File: src/rtl/alu_pkg.sv
package alu_pkg;

    typedef enum logic [4:0] {
        OP_ZERO   = 5'b00000,
        OP_ONE    = 5'b00001,
        OP_ONES   = 5'b00010,
        OP_MINV   = 5'b00011,
        OP_PASSA  = 5'b00100,
        OP_PASSB  = 5'b00101,
        OP_INVA   = 5'b00110,
        OP_INVB   = 5'b00111,
        OP_AND    = 5'b01000,
        OP_ANDNB  = 5'b01001,
        OP_NAANDB = 5'b01010,
        OP_NOR    = 5'b01011,
        OP_OR     = 5'b01100,
        OP_ORNB   = 5'b01101,
        OP_NAORB  = 5'b01110,
        OP_NAND   = 5'b01111,
        OP_XOR    = 5'b10000,
        OP_XNOR   = 5'b10001,
        OP_NEGA   = 5'b10010,
        OP_NEGB   = 5'b10011,
        OP_INCA   = 5'b10100,
        OP_INCB   = 5'b10101,
        OP_DECA   = 5'b10110,
        OP_DECB   = 5'b10111,
        OP_ADD    = 5'b11000,
        OP_ADDC   = 5'b11001,
        OP_ADDS   = 5'b11010,
        OP_SUB    = 5'b11011,
        OP_SUBB   = 5'b11100,
        OP_SUBS   = 5'b11101,
        OP_RSUB   = 5'b11110,
        OP_RSUBB  = 5'b11111
    } alu_op_e;

    // First code that uses the shared adder
    localparam logic [4:0] ARITH_BASE = 5'b10010;

endpackage

File: src/rtl/alu_logic_unit.sv
module alu_logic_unit
    import alu_pkg::*;
#(
    parameter int WIDTH = 16
) (
    input  logic [WIDTH-1:0] a,
    input  logic [WIDTH-1:0] b,
    input  alu_op_e          op,
    output logic [WIDTH-1:0] f
);
    localparam logic [WIDTH-1:0] MIN_NEG = {1'b1, {(WIDTH-1){1'b0}}};
    localparam logic [WIDTH-1:0] ONE_VAL = {{(WIDTH-1){1'b0}}, 1'b1};

    always_comb begin
        case (op)
            OP_ZERO:   f = '0;
            OP_ONE:    f = ONE_VAL;
            OP_ONES:   f = '1;
            OP_MINV:   f = MIN_NEG;
            OP_PASSA:  f = a;
            OP_PASSB:  f = b;
            OP_INVA:   f = ~a;
            OP_INVB:   f = ~b;
            OP_AND:    f = a & b;
            OP_ANDNB:  f = a & ~b;
            OP_NAANDB: f = ~a & b;
            OP_NOR:    f = ~(a | b);
            OP_OR:     f = a | b;
            OP_ORNB:   f = a | ~b;
            OP_NAORB:  f = ~a | b;
            OP_NAND:   f = ~(a & b);
            OP_XOR:    f = a ^ b;
            OP_XNOR:   f = ~(a ^ b);
            default:   f = '0;
        endcase
    end
endmodule

File: src/rtl/alu_arith_unit.sv
module alu_arith_unit
    import alu_pkg::*;
#(
    parameter int WIDTH = 16
) (
    input  logic [WIDTH-1:0] a,
    input  logic [WIDTH-1:0] b,
    input  logic             ci,
    input  alu_op_e          op,
    output logic [WIDTH-1:0] f,
    output logic             co,
    output logic             ov
);
    localparam int MSB = WIDTH - 1;
    localparam logic [WIDTH-1:0] MIN_NEG = {1'b1, {(WIDTH-1){1'b0}}};
    localparam logic [WIDTH-1:0] MAX_POS = {1'b0, {(WIDTH-1){1'b1}}};
    localparam logic [WIDTH-1:0] ONE_VAL = {{(WIDTH-1){1'b0}}, 1'b1};

    logic [WIDTH-1:0] x_in;
    logic [WIDTH-1:0] y_in;
    logic             c_in;
    logic             borrow_kind;
    logic             sat_en;
    logic [WIDTH:0]   sum;

    // Adder front end: subtraction is x + ~y + 1, a borrow input becomes ~ci
    always_comb begin
        x_in        = '0;
        y_in        = '0;
        c_in        = 1'b0;
        borrow_kind = 1'b0;
        sat_en      = 1'b0;
        case (op)
            OP_NEGA:  begin y_in = ~a; c_in = 1'b1; borrow_kind = 1'b1; end
            OP_NEGB:  begin y_in = ~b; c_in = 1'b1; borrow_kind = 1'b1; end
            OP_INCA:  begin x_in = a; c_in = 1'b1; end
            OP_INCB:  begin x_in = b; c_in = 1'b1; end
            OP_DECA:  begin x_in = a; y_in = ~ONE_VAL; c_in = 1'b1; borrow_kind = 1'b1; end
            OP_DECB:  begin x_in = b; y_in = ~ONE_VAL; c_in = 1'b1; borrow_kind = 1'b1; end
            OP_ADD:   begin x_in = a; y_in = b; end
            OP_ADDC:  begin x_in = a; y_in = b; c_in = ci; end
            OP_ADDS:  begin x_in = a; y_in = b; sat_en = 1'b1; end
            OP_SUB:   begin x_in = a; y_in = ~b; c_in = 1'b1; borrow_kind = 1'b1; end
            OP_SUBB:  begin x_in = a; y_in = ~b; c_in = ~ci; borrow_kind = 1'b1; end
            OP_SUBS:  begin x_in = a; y_in = ~b; c_in = 1'b1; borrow_kind = 1'b1; sat_en = 1'b1; end
            OP_RSUB:  begin x_in = b; y_in = ~a; c_in = 1'b1; borrow_kind = 1'b1; end
            OP_RSUBB: begin x_in = b; y_in = ~a; c_in = ~ci; borrow_kind = 1'b1; end
            default:  ;
        endcase
    end

    assign sum = {1'b0, x_in} + {1'b0, y_in} + {{WIDTH{1'b0}}, c_in};
    assign ov  = (x_in[MSB] == y_in[MSB]) && (sum[MSB] != x_in[MSB]);
    assign co  = borrow_kind ? ~sum[WIDTH] : sum[WIDTH];

    always_comb begin
        if (sat_en && ov) begin
            f = x_in[MSB] ? MIN_NEG : MAX_POS;
        end else begin
            f = sum[MSB:0];
        end
    end
endmodule

File: src/rtl/alu_result_mux.sv
module alu_result_mux
    import alu_pkg::*;
#(
    parameter int WIDTH = 16
) (
    input  alu_op_e          op,
    input  logic [WIDTH-1:0] logic_f,
    input  logic [WIDTH-1:0] arith_f,
    input  logic             arith_co,
    input  logic             arith_ov,
    output logic [WIDTH-1:0] f,
    output logic             co,
    output logic             z,
    output logic             v
);
    logic use_arith;

    assign use_arith = (op >= ARITH_BASE);
    assign f         = use_arith ? arith_f : logic_f;
    assign co        = use_arith & arith_co;
    assign v         = use_arith & arith_ov;
    assign z         = ~|f;
endmodule

File: src/rtl/multifunc_alu.sv
module multifunc_alu
    import alu_pkg::*;
#(
    parameter int WIDTH = 16
) (
    input  logic [WIDTH-1:0] op_a,
    input  logic [WIDTH-1:0] op_b,
    input  logic             carry_in,
    input  logic [4:0]       func_sel,
    output logic [WIDTH-1:0] result,
    output logic             carry_out,
    output logic             zero,
    output logic             overflow
);
    alu_op_e          opc;
    logic [WIDTH-1:0] lg_f;
    logic [WIDTH-1:0] ar_f;
    logic             ar_co;
    logic             ar_ov;

    assign opc = alu_op_e'(func_sel);

    alu_logic_unit #(.WIDTH(WIDTH)) u_logic (
        .a  (op_a),
        .b  (op_b),
        .op (opc),
        .f  (lg_f)
    );

    alu_arith_unit #(.WIDTH(WIDTH)) u_arith (
        .a  (op_a),
        .b  (op_b),
        .ci (carry_in),
        .op (opc),
        .f  (ar_f),
        .co (ar_co),
        .ov (ar_ov)
    );

    alu_result_mux #(.WIDTH(WIDTH)) u_mux (
        .op       (opc),
        .logic_f  (lg_f),
        .arith_f  (ar_f),
        .arith_co (ar_co),
        .arith_ov (ar_ov),
        .f        (result),
        .co       (carry_out),
        .z        (zero),
        .v        (overflow)
    );
endmodule

File: config.mk
export PLATFORM = sky130hd
export DESIGN_NAME = multifunc_alu
export DESIGN_NICKNAME = d
export VERILOG_FILES = /design/src/rtl/alu_pkg.sv /design/src/rtl/alu_logic_unit.sv /design/src/rtl/alu_arith_unit.sv /design/src/rtl/alu_result_mux.sv /design/src/rtl/multifunc_alu.sv
export SDC_FILE = /design/constraint.sdc
export NUM_CORES = 1
export LEC_CHECK = 0
export ABC_AREA = 1
export BUFFER_PORTS_ARGS = -buffer_cell sky130_fd_sc_hd__buf_4
export CORE_MARGIN = 2
export CORE_UTILIZATION = 30
export DETAILED_ROUTE_END_ITERATION = 8
export SYNTH_ARGS = -nofsm -noshare
export SYNTH_HDL_FRONTEND = slang
export SYNTH_SLANG_ARGS = --single-unit
File: constraint.sdc
create_clock -name vclk -period 5.7
set_input_delay 0.855 -clock vclk [all_inputs]
set_output_delay 0.855 -clock vclk [all_outputs]
set_load 0.05 [all_outputs]
* After elaboration in Yosys (flattened, before gate mapping)
Cells that the tools add are included.
** Storage, ports and cells
- Register bits :: 0
- Input port bits :: 38
- Logic and storage cells :: 76
** Operators by class
- $add $sub $neg :: 2
- Order comparisons :: 1
- Eq/ne operators :: 33
- Mux-type cells :: 10
- Bitwise operators :: 16
- Reduce and logical (&&, ||, !) cells :: 14
** Operators with widths (count)
- $pmux 16 s17 :: 1
- $eq 5x5->1 const B :: 16
- $not 16->16 :: 5
- $pmux 16 s4 :: 1
- $and 16x16->16 :: 3
- $mux 16 :: 3
- $or 16x16->16 :: 3
- $eq 5x4->1 const B :: 8
- $pmux 16 s2 :: 1
- $eq 5x3->1 const B :: 4
- $reduce_or 9->1 :: 2
- $add 16x16->17 :: 1
- $add 17x1->17 :: 1
- $reduce_or 16->1 :: 1
- $xor 16x16->16 :: 1
- $eq 5x2->1 const B :: 2
- $reduce_or 4->1 :: 2
- $reduce_or 8->1 :: 1
- $reduce_or 2->1 :: 3
- $reduce_or 3->1 :: 2
- $eq 5x1->1 const B :: 1
- $ge 5x5->1 const B :: 1
- $mux 1 :: 3
- $pmux 1 s3 :: 1
- other kinds (6) :: 9

* Logic depth before layout (Yosys ltp)
Gate-level depths: netlist (run 1).
- Depth after elaboration :: 12
- Depth in mapped cells :: 30
- Mapped depth without buffers :: 28

* Hierarchy
Synthesis (run 1) repeated with hierarchy kept, for this count alone.
** Second synthesis, totals
- Cell total of the unflattened synthesis :: 1213
- Area, all modules :: 6249.7 µm²
** By module, submodules not included
- alu_logic_unit :: times used 1, cells each 762, area each 3923.8 µm²
- alu_arith_unit :: times used 1, cells each 344, area each 1825.5 µm²
- alu_result_mux :: times used 1, cells each 107, area each 500.5 µm²

* Least setup slack after synthesis (run 1)
OpenSTA, ideal clock, no wires.
- Path kind :: in2out
- Start point :: input func_sel[4]
- End point :: output zero
- Data arrival time :: 4580 ps
- Required time :: 4845 ps
- Slack :: 265 ps
- Stages on the path :: 25
- Path buffers :: 2
- Path through :: buf_2 nand3_1 nor2_2 nor2_2 inv_1 nor3_1 inv_1 clkbuf_1 nand2_1 o221ai_1 fa_1 fa_1 nand3_1 nand2_1 nand2_1 nand2_1 a21oi_1 xnor2_1 nand2_1 nand2_1 a21oi_1 nand2_1 nor2_1 nand2_1 nor2_1
** Between the ends
- Word-level cells in the longest chain between the ends :: 12
** Ends and longest elaborated chain
- start: declaration :: line multifunc_alu.sv:9 : input logic [4:0] func_sel,
- $eq 5x5->1 :: line alu_arith_unit.sv:33 : case (op)
- $reduce_or 8->1 (no line) (tied with other cells)
- $pmux 16 s2 or $pmux 16 s4 (tied branches) :: line alu_arith_unit.sv:33
- $add 16x16->17 :: line alu_arith_unit.sv:52 : assign sum = {1'b0, x_in} + {1'b0, y_in} + {{WIDTH{1'b0}}, c_in};
- $add 17x1->17 :: line alu_arith_unit.sv:52
- $ne 1x1->1 :: line alu_arith_unit.sv:53 : assign ov = (x_in[MSB] == y_in[MSB]) && (sum[MSB] != x_in[MSB]);
- $logic_and 1x1->1 :: line alu_arith_unit.sv:53
- $logic_and 1x1->1 :: line alu_arith_unit.sv:57 : if (sat_en && ov) begin
- $mux 16 :: line alu_arith_unit.sv:57
- $mux 16 (*) :: line alu_result_mux.sv:19 : assign f = use_arith ? arith_f : logic_f;
- $reduce_or 16->1 (*) :: line alu_result_mux.sv:22 : assign z = ~|f;
- $logic_not 1->1 (*) :: line alu_result_mux.sv:22
- end: declaration :: line multifunc_alu.sv:12 : output logic zero,
Every way passes the cells marked *; elsewhere a longest branch is shown, timed or not.

* Worst setup path in the final report (run 1)
- Start point :: input func_sel[2]
- End point :: output zero
The elaborated chain is that of the path after synthesis.

==> impl_metrics.json, run 1 <==
{
  "diodes": 0,
  "grt_pass1_wl_um": 24300,
  "grt_start_max_net_pins": 17,
  "utilization_pct": 35.7,
  "io_pins": 57,
  "syn_area_um2": 4210,
  "nClkBuffers": 0,
  "p_per_area_nw_per_um2": 104,
  "grt_pass1_vias": 4762,
  "critical_path_class": "in2out",
  "die_width_um": 123,
  "cp_common_cell": "nand2_1",
  "die_y_um": 123,
  "port_buffers": 57,
  "nNetsFinal": 899,
  "final-seq-area_um2": 0,
  "layout-drive-gt1-share_pct": 15.8,
  "finalCritPeriodShare_pct": 93.6,
  "final_common_cell": "nand2_1",
  "syn_inst": 729,
  "hold_violations": 0,
  "status": "completed",
  "gr-usage-all-layers_pct": 20.2,
  "first_iter_violations": 483,
  "ys_types": 41,
  "path_max_fanout": 7,
  "finalWirelength_um": 15500,
  "gp_congestion": 0.965,
  "antenna_found_initial": 0,
  "wire_per_inst_um": 16.2,
  "period_minus_slack_ns": 5.34,
  "ys_seq_area_share_pct": 0,
  "layout_common_cells": "nand2_1 (213), inv_1 (87), ha_1 (77), buf_4 (70), nor2_1 (55)",
  "finalSetupViolCount": 0,
  "nFillCells": 1504,
  "hold_path_class": "in2out",
  "worstHoldStart": "op_b[8]",
  "max_freq_ghz": 0.187,
  "area_growth_pct": 17.0,
  "slew_violations": 0,
  "avgViaCountPerCell": 5.41,
  "critPathSlowestCell": "fa_1",
  "crit_buf_inv": 5,
  "dieArea_um2": 15000,
  "firstDrtPassIters": 6,
  "coreArea_um2": 13800,
  "numSequentialCells": 0,
  "critPathMaxStageDelay_ns": 0.47,
  "initial_utilization_pct": 30.5,
  "drc": 0,
  "routed-via-count": 5186,
  "ir_drop_uv": 50.9,
  "place_hpwl_um": 12000,
  "worst_pin_slew_ns": 0.766,
  "crit_required_ns": 4.85,
  "p_leak_uw": 0.00263,
  "arrival_ns": 4.48,
  "drv_cap": 0,
  "grt_overflow_total": 0,
  "syn_avg_cell_area_um2": 5.78,
  "crit_path_end_kind": "output port",
  "synth_nets": 848,
  "maxSlewHeadroom_pct": 48.8,
  "crit_family": "simple AND/OR/NAND/NOR gates",
  "hold_slack_ns": 2.31,
  "critPathLaunchType": "input port",
  "antenna_left": 0,
  "cts_hold_buf": 0,
  "startpoint": "func_sel[2]",
  "rows": 43,
  "yosys_warnings": 0
}
## repair_timing
action | 4_1_cts | 5_1_grt
buffers inserted | 0 | 7
gates resized for setup | 0 | 16
endpoints found under the setup margin | 0 | 2
## path summary, 6_finish.rpt
kind	end	slack, ns	depth (start not counted)
max	zero	0.36	26
min	result[8]	2.31	6
## through the flow
stage          cell area, um2  std cells  TNS [ns]  power [uW]  worst slack, ns
3_3_place_gp             4800        949         0         498            0.157
6_report                 4930        958         0         515            0.363
5_1_grt                  4930        958   -0.0238         565          -0.0238
2_1_floorplan            4210        729         0         345            0.265
4_1_cts                  4800        949         0         498            0.185
3_5_place_dp             4800        949         0         496            0.186
## cell type report
class	count	area [um2]	area share [%]
Tap cell	180	225	4.57
Inverter	103	394	7.99
Timing Repair inverter	1	5.00	0.102
Multi-Input combinational cell	604	3780	76.7
Timing Repair Buffer	70	526	10.7
## synthesized netlist by cell type, types with 2 or more instances
cell type    n  area (um2)
a211oi_1    12        90.1
a21oi_1     27         135
a21oi_2      7        61.3
a221oi_1     6        52.6
a22o_1       3        26.3
a31oi_1      3        18.8
buf_1        2        7.51
buf_2        8        40.0
clkbuf_1    11        41.3
fa_1         2        40.0
ha_1        79         988
inv_1       91         342
inv_2       11        41.3
nand2_1    214         803
nand2_2      7        43.8
nand3_1     21         105
nand3_2      2        20.0
nand4_1     13        81.3
nor2_1      56         210
nor2_2       3        18.8
nor3_1      11        55.1
nor3b_1      4        30.0
nor4_1       4        25.0
o2111ai_1   31         272
o21ai_0     27         135
o221ai_1     5        43.8
o22ai_1     41         257
or2_2        5        31.3
xnor2_1      3        26.3
xor2_1       9        78.8
## logic make-up after synthesis
kind of cell               synth area share, %
AOI/OAI and AO/OA                         26.8
xor gates and xnor gates                  2.49
adders and majority gates                 24.4
buffers and inverters                     11.7
and+or+nand+nor                           34.5
## report_power, final
| group | leakage, uW | internal (uW) | switching [uW] |
|---|---|---|---|
| Sequential | 0 | 0 | 0 |
| Clock | 0 | 0 | 0 |
| Combinational | 0.00263 | 171 | 343 |
## metal layers
metal  up-vias  global-route usage, %  share of wire [%]
met3        40                   1.49                6.2
met2       207                   32.4                 44
met5         -                      0                  0
met1      2331                   26.3                 44
met4         0                   12.3                6.2
li1       2608                      -                  -
No activity file was read; power rests on OpenSTA's default activity.
==> run 2: changes to the inputs <==
--- a/config.mk
+++ b/config.mk
@@ -5,9 +5,8 @@
 export SDC_FILE = /design/constraint.sdc
 export NUM_CORES = 1
 export LEC_CHECK = 0
-export ABC_AREA = 1
+export ABC_AREA = 0
 export BUFFER_PORTS_ARGS = -buffer_cell sky130_fd_sc_hd__buf_4
-export CORE_MARGIN = 2
 export CORE_UTILIZATION = 30
 export DETAILED_ROUTE_END_ITERATION = 8
 export SYNTH_ARGS = -nofsm -noshare
==> run 2 against run 1 <==
The run now ends with negative setup slack left. Utilization up 6.9 points. Worst setup slack worse by 0.36 ns. Routed wire length up 13%. Worst hold slack better by 0.11 ns. Sequential share of layout area unchanged. Synthesized area up 0.95%. Clock-buffer cell count unchanged. Synthesized cell count down 14%. Largest power group unchanged. Die area down 2.3%.
==> impl_metrics.json, run 2 <==
{
  "synth_top_cell_by_area": "ha_1",
  "crit_path_end_kind": "output port",
  "postPlaceCellArea_um2": 5590,
  "die_y_um": 121,
  "worstHoldStart": "op_a[3]",
  "nNetsFinal": 877,
  "cts_hold_buf": 0,
  "stdcell_area_um2": 5900,
  "finalWirelength_um": 17500,
  "path_max_fanout": 7,
  "layout_common_cells": "buf_4 (159), ha_1 (75), nand2_1 (72), nor2_1 (56), a21oi_1 (50)",
  "ir_drop_uv": 68.5,
  "status": "finished, violations left",
  "numSequentialCells": 0,
  "nClkBuffers": 0,
  "period_minus_slack_ns": 5.70,
  "dieArea_um2": 14700,
  "grt_pass1_vias": 4835,
  "coreArea_um2": 13900,
  "p_leak_uw": 0.00282,
  "antenna_found_initial": 0,
  "diodes": 0,
  "io_pins": 57,
  "worst_pin_slew_ns": 1.09,
  "wire_per_inst_um": 18.7,
  "violations": "negative setup slack",
  "place_hpwl_um": 13400,
  "finalCritPeriodShare_pct": 100,
  "crit_required_ns": 4.85,
  "gr-usage-all-layers_pct": 23.7,
  "syn_avg_cell_area_um2": 6.82,
  "drv_cap": 0,
  "yosys-top-cells-count": "ha_1 (79), nand2_1 (74), nor2_1 (56)",
  "ys_types": 67,
  "area_growth_pct": 38.7,
  "post-route-worst-setup-slack_ns": -0.000492,
  "critPathLaunchType": "input port",
  "rows": 43,
  "slew_violations": 0,
  "gp_congestion": 0.965,
  "antenna_left": 0,
  "p_per_area_nw_per_um2": 100,
  "drc": 0,
  "place_ws_ns": -0.160,
  "startpoint": "func_sel[0]",
  "synth.most_common_cell": "ha_1",
  "final_common_cell": "buf_4",
  "first_iter_violations": 538,
  "yosys_warnings": 0,
  "grt_start_max_net_pins": 25,
  "syn_inst": 624,
  "nFillCells": 1457,
  "final-seq-area_um2": 0,
  "arrival_ns": 4.85,
  "avgViaCountPerCell": 5.72,
  "port_buffers": 57,
  "synth.area.top_cells": "ha_1 (23%), nand2_1 (6.5%), a21oi_1 (6.1%)",
  "initial_utilization_pct": 30.6,
  "finalSetupViolCount": 1,
  "max_freq_ghz": 0.175,
  "yosys.area.top_type_share_pct": 23.2,
  "synth_nets": 743,
  "die_width_um": 121,
  "grt_pass1_wl_um": 27300,
  "ys_seq_area_share_pct": 0,
  "grt_overflow_total": 0,
  "critical_path_class": "in2out",
  "hold_path_class": "in2out",
  "syn_area_um2": 4250,
  "rsz0062_at_grt": "yes",
  "firstDrtPassIters": 6,
  "layout-drive-gt1-share_pct": 27.9,
  "hold_violations": 0,
  "maxSlewHeadroom_pct": 27.0,
  "routed-via-count": 5358
}
==> run 2: cell count changes in the layout (fill, tap and decap cells not counted), moves of 8 or more <==
cell and change:
inv_1 -51, a211o_1 +11, buf_4 +89, inv_2 -13, a21oi_1 +25, o22ai_1 -35
mux2i_1 +10, nand2_1 -141, a21oi_2 -8, xnor2_1 +23, a22o_1 +14, o2111ai_1 -16
==> run 2: cell families (layout without fill, tap and decap cells) <==
group	Yosys count	in the layout	synth area share, %
simple gates	215	215	24.4
compound gates	205	205	34.0
xor+xnor	40	40	8.24
buf+inv	72	204	6.65
mux	11	11	2.62
fa+ha+maj	81	81	24.2
==> run 2: worst max-delay path, stage by stage <==
cell       delay [ns]
buf_6            0.10
or3_4            0.39
a21oi_4          0.20
buf_12           0.16
buf_6            0.11
nand2_2          0.05
o2111ai_2        0.08
ha_4             0.25
a21o_1           0.19
a211o_1          0.33
a211oi_4         0.28
buf_4            0.17
o31ai_4          0.06
nand4b_1         0.22
or3_4            0.43
or4_4            0.45
nor4_4           0.31
buf_6            0.20
==> run 2: what timing repair did <==
item,CTS,global route
buffers inserted,11,1
pin swaps,17,10
gates resized for setup,21,13
setup endpoints to repair,1,2
cloned,1,0
hold endpoints to repair,0,0
==> run 2: routing by layer <==
metal | up-vias | track usage, % | wire [um]
met1 | 2530 | 34.8 | 8080
met2 | 225 | 37.5 | 7690
met4 | 0 | 4.40 | 415
met5 | - | 0 | 0
met3 | 30 | 2.11 | 1340
li1 | 2573 | - | -
==> run 2: stage by stage <==
step                      setup TNS (ns)  std cells  power [uW]  hold slack [ns]  util, %
after floorplan                   -0.979        624         341             2.09        -
after global placement            -0.167        923         549             2.41     40.3
after detailed placement          -0.160        923         549             2.40     40.3
after CTS                              0        935         574             2.41     42.0
after global routing              -0.114        936         634             2.45     42.5
final                          -0.000492        936         590             2.42     42.5
==> run 2: final timing paths <==
check | slack (ns) | cells past startpoint | to
max | -0.0005 | 18 | zero
min | 2.42 | 6 | result[3]
==> run 2: layout make-up <==
type / count / area [um2] / share of cell area [%]
Timing Repair Buffer: 168 / 1350 / 22.8
Multi-Input combinational cell: 552 / 4190 / 71.1
Tap cell: 180 / 225 / 3.82
Inverter: 36 / 135 / 2.29
==> run 2: power breakdown <==
group          leakage, uW  internal (uW)  switching (uW)
clock                    0              0               0
sequential               0              0               0
combinational      0.00282            254             336
total              0.00282            254             336
